`src/rtl/flash_win_pkg.sv`:
```
// Shared constants and helpers for the flash read window.
// Assumes single-bit SPI and a fixed 24-bit in-device address.
package flash_win_pkg;
    localparam int unsigned CMD_BITS   = 32;
    localparam logic [7:0]  OP_READ    = 8'h03;
    localparam int unsigned UNIT_SHIFT = 19;   // 512 KiB units

    // Burst code to byte count.
    function automatic logic [4:0] burst_bytes(input logic [1:0] code);
        case (code)
            2'd0:    burst_bytes = 5'd1;
            2'd1:    burst_bytes = 5'd2;
            2'd2:    burst_bytes = 5'd4;
            default: burst_bytes = 5'd16;
        endcase
    endfunction
endpackage

```
`src/rtl/flash_addr_decode.sv`:
```
// Splits a window address into device select and offset, and checks it
// against the configured total and per-device sizes. Purely combinational.
module flash_addr_decode #(
    parameter int unsigned ADDR_W = 26,
    parameter int unsigned OFF_W  = 24,
    parameter int unsigned CFG_W  = 8,
    localparam int unsigned SEL_W = ADDR_W - OFF_W
) (
    input  logic [ADDR_W-1:0] addr,
    input  logic [CFG_W-1:0]  total_units,
    input  logic [CFG_W-1:0]  dev_units,
    output logic [SEL_W-1:0]  sel,
    output logic [OFF_W-1:0]  offset,
    output logic              in_range
);
    import flash_win_pkg::*;
    localparam int unsigned LIM_W = CFG_W + UNIT_SHIFT;
    localparam int unsigned CMP_W = (LIM_W > ADDR_W) ? LIM_W + 1 : ADDR_W + 1;

    logic [CMP_W-1:0] total_lim, dev_lim, addr_x, off_x;

    // Size limits and the range check.
    always_comb begin
        sel       = addr[ADDR_W-1:OFF_W];
        offset    = addr[OFF_W-1:0];
        total_lim = CMP_W'({total_units, {UNIT_SHIFT{1'b0}}});
        dev_lim   = CMP_W'({dev_units, {UNIT_SHIFT{1'b0}}});
        addr_x    = CMP_W'(addr);
        off_x     = CMP_W'(offset);
        in_range  = (addr_x < total_lim) && (off_x < dev_lim);
    end
endmodule

```
`src/rtl/flash_read_seq.sv`:
```
// Runs one single-bit SPI read: opcode, 24-bit address, then N data bytes.
// Serial clock is clk/2, mode 0. Assumes start is only pulsed when idle.
module flash_read_seq #(
    parameter int unsigned NUM_DEV   = 4,
    parameter int unsigned OFF_W     = 24,
    parameter int unsigned MAX_BYTES = 16,
    localparam int unsigned SEL_W  = $clog2(NUM_DEV),
    localparam int unsigned DATA_W = MAX_BYTES * 8,
    localparam int unsigned IDX_W  = $clog2(DATA_W),
    localparam int unsigned BIT_W  = $clog2(32 + DATA_W + 1),
    localparam int unsigned NB_W   = $clog2(MAX_BYTES + 1)
) (
    input  logic              clk,
    input  logic              rst_n,
    input  logic              start,
    input  logic [SEL_W-1:0]  sel,
    input  logic [OFF_W-1:0]  offset,
    input  logic [NB_W-1:0]   nbytes,
    output logic              busy,
    output logic              done,
    output logic [DATA_W-1:0] rdata,
    output logic              sck,
    output logic              mosi,
    input  logic              miso,
    output logic [NUM_DEV-1:0] cs_n
);
    import flash_win_pkg::*;
    typedef enum logic [1:0] {S_IDLE, S_SHIFT, S_DONE} seq_state_t;

    seq_state_t          state;
    logic [CMD_BITS-1:0] shreg;
    logic [BIT_W-1:0]    bitcnt, last_bit;
    logic                phase;
    logic [NUM_DEV-1:0]  sel_hot;
    logic [IDX_W-1:0]    rx_idx;

    // One-hot select decode, one compare per device.
    for (genvar g = 0; g < NUM_DEV; g++) begin : g_sel
        assign sel_hot[g] = (sel == SEL_W'(g));
    end

    // Bit position of the incoming data bit: byte-major, MSB first.
    always_comb begin
        rx_idx = IDX_W'(bitcnt - BIT_W'(CMD_BITS)) ^ IDX_W'(7);
        busy   = (state != S_IDLE);
    end

    // Sequencer: frame control, shifting and sampling.
    always_ff @(posedge clk) begin
        if (!rst_n) begin
            state    <= S_IDLE;
            shreg    <= '0;
            bitcnt   <= '0;
            last_bit <= '0;
            phase    <= 1'b0;
            sck      <= 1'b0;
            mosi     <= 1'b0;
            cs_n     <= '1;
            done     <= 1'b0;
            rdata    <= '0;
        end else begin
            case (state)
                S_IDLE: begin
                    done <= 1'b0;
                    if (start) begin
                        state    <= S_SHIFT;
                        cs_n     <= ~sel_hot;
                        shreg    <= {OP_READ, offset};
                        mosi     <= OP_READ[7];
                        bitcnt   <= '0;
                        phase    <= 1'b0;
                        last_bit <= BIT_W'(CMD_BITS - 1) + BIT_W'({nbytes, 3'b000});
                        rdata    <= '0;
                    end
                end
                S_SHIFT: begin
                    if (!phase) begin
                        sck   <= 1'b1;
                        phase <= 1'b1;
                    end else begin
                        sck   <= 1'b0;
                        phase <= 1'b0;
                        if (bitcnt >= BIT_W'(CMD_BITS))
                            rdata[rx_idx] <= miso;
                        if (bitcnt == last_bit) begin
                            state <= S_DONE;
                            cs_n  <= '1;
                            done  <= 1'b1;
                            mosi  <= 1'b0;
                        end else begin
                            bitcnt <= bitcnt + 1'b1;
                            shreg  <= shreg << 1;
                            mosi   <= shreg[CMD_BITS-2];
                        end
                    end
                end
                default: begin
                    done  <= 1'b0;
                    state <= S_IDLE;
                end
            endcase
        end
    end

    // at most one device selected at a time.
    a_r1_one_select: assert property (@(posedge clk) disable iff (!rst_n)
        $onehot0(~cs_n));
    // mosi holds still while sck is high.
    a_r2_mosi_stable_high: assert property (@(posedge clk) disable iff (!rst_n)
        sck |-> $stable(mosi));
    // sck high lasts one cycle.
    a_r4_sck_half_rate: assert property (@(posedge clk) disable iff (!rst_n)
        sck |=> !sck);
    // no clock without a select.
    a_r4_sck_needs_select: assert property (@(posedge clk) disable iff (!rst_n)
        sck |-> !(&cs_n));
    // completion is a single pulse with selects released.
    a_r9_done_pulse: assert property (@(posedge clk) disable iff (!rst_n)
        done |=> !done);
    a_r9_done_deselected: assert property (@(posedge clk) disable iff (!rst_n)
        done |-> (&cs_n));
endmodule

```
`src/rtl/flash_xip_window.sv`:
```
// Top of the memory-mapped flash read window. Accepts one host read at a
// time, rejects writes and out-of-range reads with an error pulse, and
// gates new accesses with host_stall. Assumes the host holds its request
// stable until resp_ready.
module flash_xip_window #(
    parameter int unsigned ADDR_W    = 26,
    parameter int unsigned OFF_W     = 24,
    parameter int unsigned CFG_W     = 8,
    parameter int unsigned MAX_BYTES = 16,
    localparam int unsigned SEL_W   = ADDR_W - OFF_W,
    localparam int unsigned NUM_DEV = 1 << SEL_W,
    localparam int unsigned DATA_W  = MAX_BYTES * 8,
    localparam int unsigned NB_W    = $clog2(MAX_BYTES + 1)
) (
    input  logic               clk,
    input  logic               rst_n,
    input  logic               req_valid,
    input  logic               req_write,
    input  logic [ADDR_W-1:0]  req_addr,
    input  logic [1:0]         burst_cfg,
    input  logic [CFG_W-1:0]   cfg_total_units,
    input  logic [CFG_W-1:0]   cfg_dev_units,
    input  logic               host_stall,
    output logic               resp_ready,
    output logic               resp_err,
    output logic [DATA_W-1:0]  resp_data,
    output logic               sck,
    output logic               mosi,
    input  logic               miso,
    output logic [NUM_DEV-1:0] cs_n
);
    import flash_win_pkg::*;

    logic [SEL_W-1:0]  dec_sel;
    logic [OFF_W-1:0]  dec_off;
    logic              dec_ok, seq_busy, seq_done, accept, bad, err_q;
    logic [DATA_W-1:0] seq_data;
    logic [NB_W-1:0]   nbytes;

    flash_addr_decode #(.ADDR_W(ADDR_W), .OFF_W(OFF_W), .CFG_W(CFG_W)) u_dec (
        .addr(req_addr), .total_units(cfg_total_units), .dev_units(cfg_dev_units),
        .sel(dec_sel), .offset(dec_off), .in_range(dec_ok)
    );

    flash_read_seq #(.NUM_DEV(NUM_DEV), .OFF_W(OFF_W), .MAX_BYTES(MAX_BYTES)) u_seq (
        .clk(clk), .rst_n(rst_n), .start(accept && !bad), .sel(dec_sel),
        .offset(dec_off), .nbytes(nbytes), .busy(seq_busy), .done(seq_done),
        .rdata(seq_data), .sck(sck), .mosi(mosi), .miso(miso), .cs_n(cs_n)
    );

    // Acceptance gate and classification of the request.
    always_comb begin
        accept = req_valid && !host_stall && !seq_busy && !resp_ready;
        bad    = req_write || !dec_ok;
        nbytes = NB_W'(burst_bytes(burst_cfg));
    end

    // Error responses return one cycle after acceptance.
    always_ff @(posedge clk) begin
        if (!rst_n) err_q <= 1'b0;
        else        err_q <= accept && bad;
    end

    // Response mux.
    always_comb begin
        resp_ready = err_q || seq_done;
        resp_err   = err_q;
        resp_data  = err_q ? '0 : seq_data;
    end

    // rejected request answers with an error next cycle.
    a_r5_error_response: assert property (@(posedge clk) disable iff (!rst_n)
        (accept && bad) |=> (resp_ready && resp_err));
    // an error response never coincides with a selected device.
    a_r7_error_no_access: assert property (@(posedge clk) disable iff (!rst_n)
        resp_err |-> (&cs_n));
    // stall while idle keeps every device deselected next cycle.
    a_r8_stall_holds: assert property (@(posedge clk) disable iff (!rst_n)
        (host_stall && (&cs_n) && !seq_busy) |=> (&cs_n));
endmodule

```
`config.mk`:
```
export PLATFORM = sky130hd
export DESIGN_NAME = flash_xip_window
export DESIGN_NICKNAME = d
export VERILOG_FILES = /design/src/rtl/flash_win_pkg.sv /design/src/rtl/flash_addr_decode.sv /design/src/rtl/flash_read_seq.sv /design/src/rtl/flash_xip_window.sv
export SDC_FILE = /design/constraint.sdc
export NUM_CORES = 1
export LEC_CHECK = 0
export ABC_AREA = 1
export BUFFER_PORTS_ARGS = -buffer_cell sky130_fd_sc_hd__buf_2
export CAP_MARGIN = 20
export CORE_ASPECT_RATIO = 1.4
export CORE_UTILIZATION = 50
export DETAILED_ROUTE_END_ITERATION = 10
export PLACE_DENSITY_LB_ADDON = 0.3
export SYNTH_ARGS = -nofsm -noshare
export SYNTH_HDL_FRONTEND = slang
export SYNTH_SLANG_ARGS = --single-unit
```
`constraint.sdc`:
```
create_clock -name clk -period 3 [get_ports clk]
set_input_delay 0.75 -clock clk [delete_from_list [all_inputs] [get_ports clk]]
set_output_delay 0.75 -clock clk [all_outputs]
set_load 0.01 [all_outputs]
```
==> summary.md <==
| Metric | Value |
|---|---|
| Post-route cell area | ~0.012 sq mm |
| Area grow syn2layout | 15.4% |
| CP max stage delay | between 500 and 600 ps |
| CP required | around 3300 ps |
| Mux cell area share after synthesis | less than 1% |
| Detailed-route DRC error count | 0 |
| Syn Nets | approximately 1700 |
| Largest family of logic cells by synthesized area | simple AND/OR/NAND/NOR gates |
| Worst Hold Depth | 2 |
| Mapped Avg Cell Area | between 6 and 7 sq um |
| Dpl cell area | roughly 0.011 sq mm |
| Most common cell on crit path | nand2_1 |
| Critical path buffers and inverters | 2 |
| I/O Buffers | 185 |
| Cell Chain, Critical Path | nand2_1 -> nor2_4 -> inv_2 -> nand2_1 -> nand3_1 -> nand2_1 -> nand2_2 -> nand2_4 -> buf_4 -> nand2_1 -> nand2_1 -> a21oi_1 |
| Number of enable flip-flop cells after synthesis | 0 |
| CORE AREA | 0.0200 sq mm |
| Logic gate share of total power | between 10% and 20% |
| Tot Pwr | roughly 5.5 mW |
| Fraction of registers with async set/reset | 0% |
| Clock root cell | clkbuf_16 |
| Seq/Total Area, Yosys | between 30% and 40% |
| Setup TNS | 0 ps |
| DRT Pass-1 Iters | 7 |
| Reg clk slew, reported paths | about 70 ps |
| Max Cap Viol | 0 |
| Die area | approximately 0.021 sq mm |
| Clock Latency Late Sink | roughly 430 ps |
| Fin. max-slew vios | 0 |
| CP Launch Type | flip-flop |
| Compound-Gate Fraction of Synth Area | between 10% and 20% |
| Synthesized-area fraction occupied by adder cells | under 10% |
| Top FF cell, synth | dfxtp_1 |
| Nets@finish | approximately 1800 |
| Total leakage power | between 4 and 5 nW |
| H-tree levels | 4 |
| Sw frac | a little over a quarter |
| Kind of end point of the critical path | flip-flop |
| Vias in the first global route | just under 10000 |
| Initial Util | between 50% and 60% |
| Hold Vio Cnt, Final | 0 |
| Hold WC Path Type | flip-flop to flip-flop |
| Chip width | between 100 and 150 um |
| Reg2reg start | u_seq.bitcnt[2] |
| Ant. Diodes | 0 |
| DP Worst Slack | around 230 ps |
| Max Freq | 417 MHz |
| Gr usage total | approximately 29% |
| First-pass GRT wire length | between 40000 and 50000 um |
| GRT overflow | 0 |
| PnR worst setup slack | about 600 ps |
| Antenna violations before repair | 0 |
| CTS tree | yes |
| RSZ-0062 raised after global routing | no |
| Clock sinks | 184 |
| Sw Pwr | approximately 1.5 mW |
| Worst clock skew | roughly 9.0 ps |
| DR vias | 10929 |
| CP Launch Point | u_seq.bitcnt[2] |
| Hpwl dp | approximately 18000 um |
| Longest Clk Path Bufs | 2 |
| Final worst-path cycle share | about four fifths |
| Min Clock Period, post-route | between 2000 and 2500 ps |
| Ports | 186 |
| Worst-Margin Slew | 861 ps |
| Power per Cell Area | ~470 mW/mm^2 |
| Sequential share of power | 45.9% |
| Setup violators final | 0 |
| Peak supply drop | 354 uV |
| Reg2reg path depth | 12 |
| HP Start | u_seq.last_bit[6] |
| Xor and xnor area share after synthesis | 0.856% |
| Largest net degree at the start of global routing | approximately 110 |
| Rel. slew slack | 42.6% |
| WL/cell | ~15 um |
| Kind of critical path | flip-flop to flip-flop |
| CP top delay family | simple AND/OR/NAND/NOR gates |
| Post-CTS sizing | 0 |
| Wirelength, routed | 29800 um |
| Share of layout cells above drive strength 1 | 15.8% |
| Simple-Gate Fraction of Synth Area | roughly a third |
| # rows | slightly above 60 |
| Placer Congestion | 0.796 |
| Post-CTS setup buffer count | 0 |
| Crit path DAT | around 2700 ps |
| Synth Register Bits | between 150 and 200 |
| Vias/cell | 5.48 |
| Hold Slack | ~440 ps |
| Mapped Area | a little over 0.01 sq mm |
| DRT antenna net count | 0 |
| Post-Synthesis Cells | roughly 1600 |
| Status | completed |
| Power share of the clock group | around two fifths |
| Yosys cell types | 34 |
| Internal power | 4.01 mW |
| Yosys Warn Count | 0 |
| CP max FO | 24 |
| Stages on worst setup path | 12 |
| Die Ht | 171 um |
| Crit path max-delay cell type | dfxtp_1 |
| Hold-fix buffers, CTS | 0 |
| Initial detailed-routing violation count | 1407 |
| Number of buffers created by CTS | 17 |
worst reg2reg max path, stage by stage (launching register included):
cell	delay [ps]
dfxtp_1	540
nand2_1	180
nor2_4	120
inv_2	180
nand2_1	130
nand3_1	130
nand2_1	110
nand2_2	130
nand2_4	230
buf_4	310
nand2_1	100
nand2_1	60
a21oi_1	40
flip-flops by register name (all words and copies together) (netlist names):
| register | cells |
|---|---|
| u_seq.rdata | 128 |
| u_seq.shreg | 31 |
| u_seq.bitcnt | 8 |
| u_seq.last_bit | 6 |
| u_seq.cs_n | 4 |
| u_seq.state | 2 |
| resp_err | 1 |
| u_seq.done | 1 |
| u_seq.mosi | 1 |
| u_seq.phase | 1 |
| u_seq.sck | 1 |
worst paths after layout:
kind	endpoint	slack [ps]
max	u_seq.shreg[8]	600
min	u_seq.last_bit[6]	440
max reg2reg	u_seq.shreg[8]	600
min reg2reg	u_seq.last_bit[6]	440
layout by cell type, fill, tap and decap left out, types with 9 or more instances in the layout:
master,netlist,final
nand3_1,272,272
nand2_1,256,255
inv_1,215,215
buf_2,15,185
dfxtp_1,184,183
a21oi_1,173,173
nor2_1,170,168
o21ai_0,160,160
buf_4,8,24
clkbuf_16,0,17
ha_1,12,12
nor2_2,9,9
per-layer routing:
metal | wire length (um) | vias up | GRT usage, %
met1 | 12600 | 4968 | 37.1
met5 | 0 | - | 0
met4 | 995 | 0 | 10.9
met3 | 2200 | 73 | 4.28
li1 | - | 5418 | -
met2 | 14000 | 470 | 47.8
final cells by class:
type / count / area [sq um]
clock buffer: 19 / 433
clock inverter: 12 / 151
fill: 2001 / 8190
inverter: 222 / 838
multi-input combinational: 1092 / 5190
sequential: 184 / 3690
tap: 252 / 315
timing repair buffer: 213 / 1190
kinds of logic (layout without fill, tap and decap cells):
logic type,count (synthesis),after routing
and+or+nand+nor,730,730
buffers and inverters,345,466
AOI/OAI and AO/OA,339,339
DFF,184,184
adders and majority gates,12,12
xor gates and xnor gates,10,10
muxes,1,1
power groups by stage:
stage / combinational, mW / clock, mW / sequential, mW
3_3_place_gp: 0.677 / 0 / 2.58
6_report: 0.700 / 2.28 / 2.52
3_5_place_dp: 0.690 / 0 / 2.58
2_1_floorplan: 0.520 / 0 / 2.57
5_1_grt: 0.789 / 2.41 / 2.53
4_1_cts: 0.694 / 2.29 / 2.52
Yosys cell counts (5+ instances only):
cell type / n / area share, %
nor2_1: 170 / 6.2
o21ai_0: 160 / 7.8
nand2_1: 256 / 9.4
dfxtp_1: 184 / 36
nor2_2: 9 / 0.55
buf_4: 8 / 0.59
ha_1: 12 / 1.5
nand3_1: 272 / 13
inv_1: 215 / 7.9
nor3_2: 5 / 0.49
nor3_1: 7 / 0.34
a21oi_1: 173 / 8.5
buf_2: 15 / 0.73
clkbuf_1: 82 / 3.0
inv_2: 6 / 0.22
xor2_1: 7 / 0.60
buf_1: 13 / 0.48
buf_6: 5 / 0.55
metrics by stage:
step           util, %  cells
2_1_floorplan        -   1621
3_3_place_gp      56.1   1963
3_5_place_dp      56.1   1963
4_1_cts           59.0   1994
5_1_grt           59.0   1994
6_report          59.0   1994
Power figures use the tool's default switching activity.
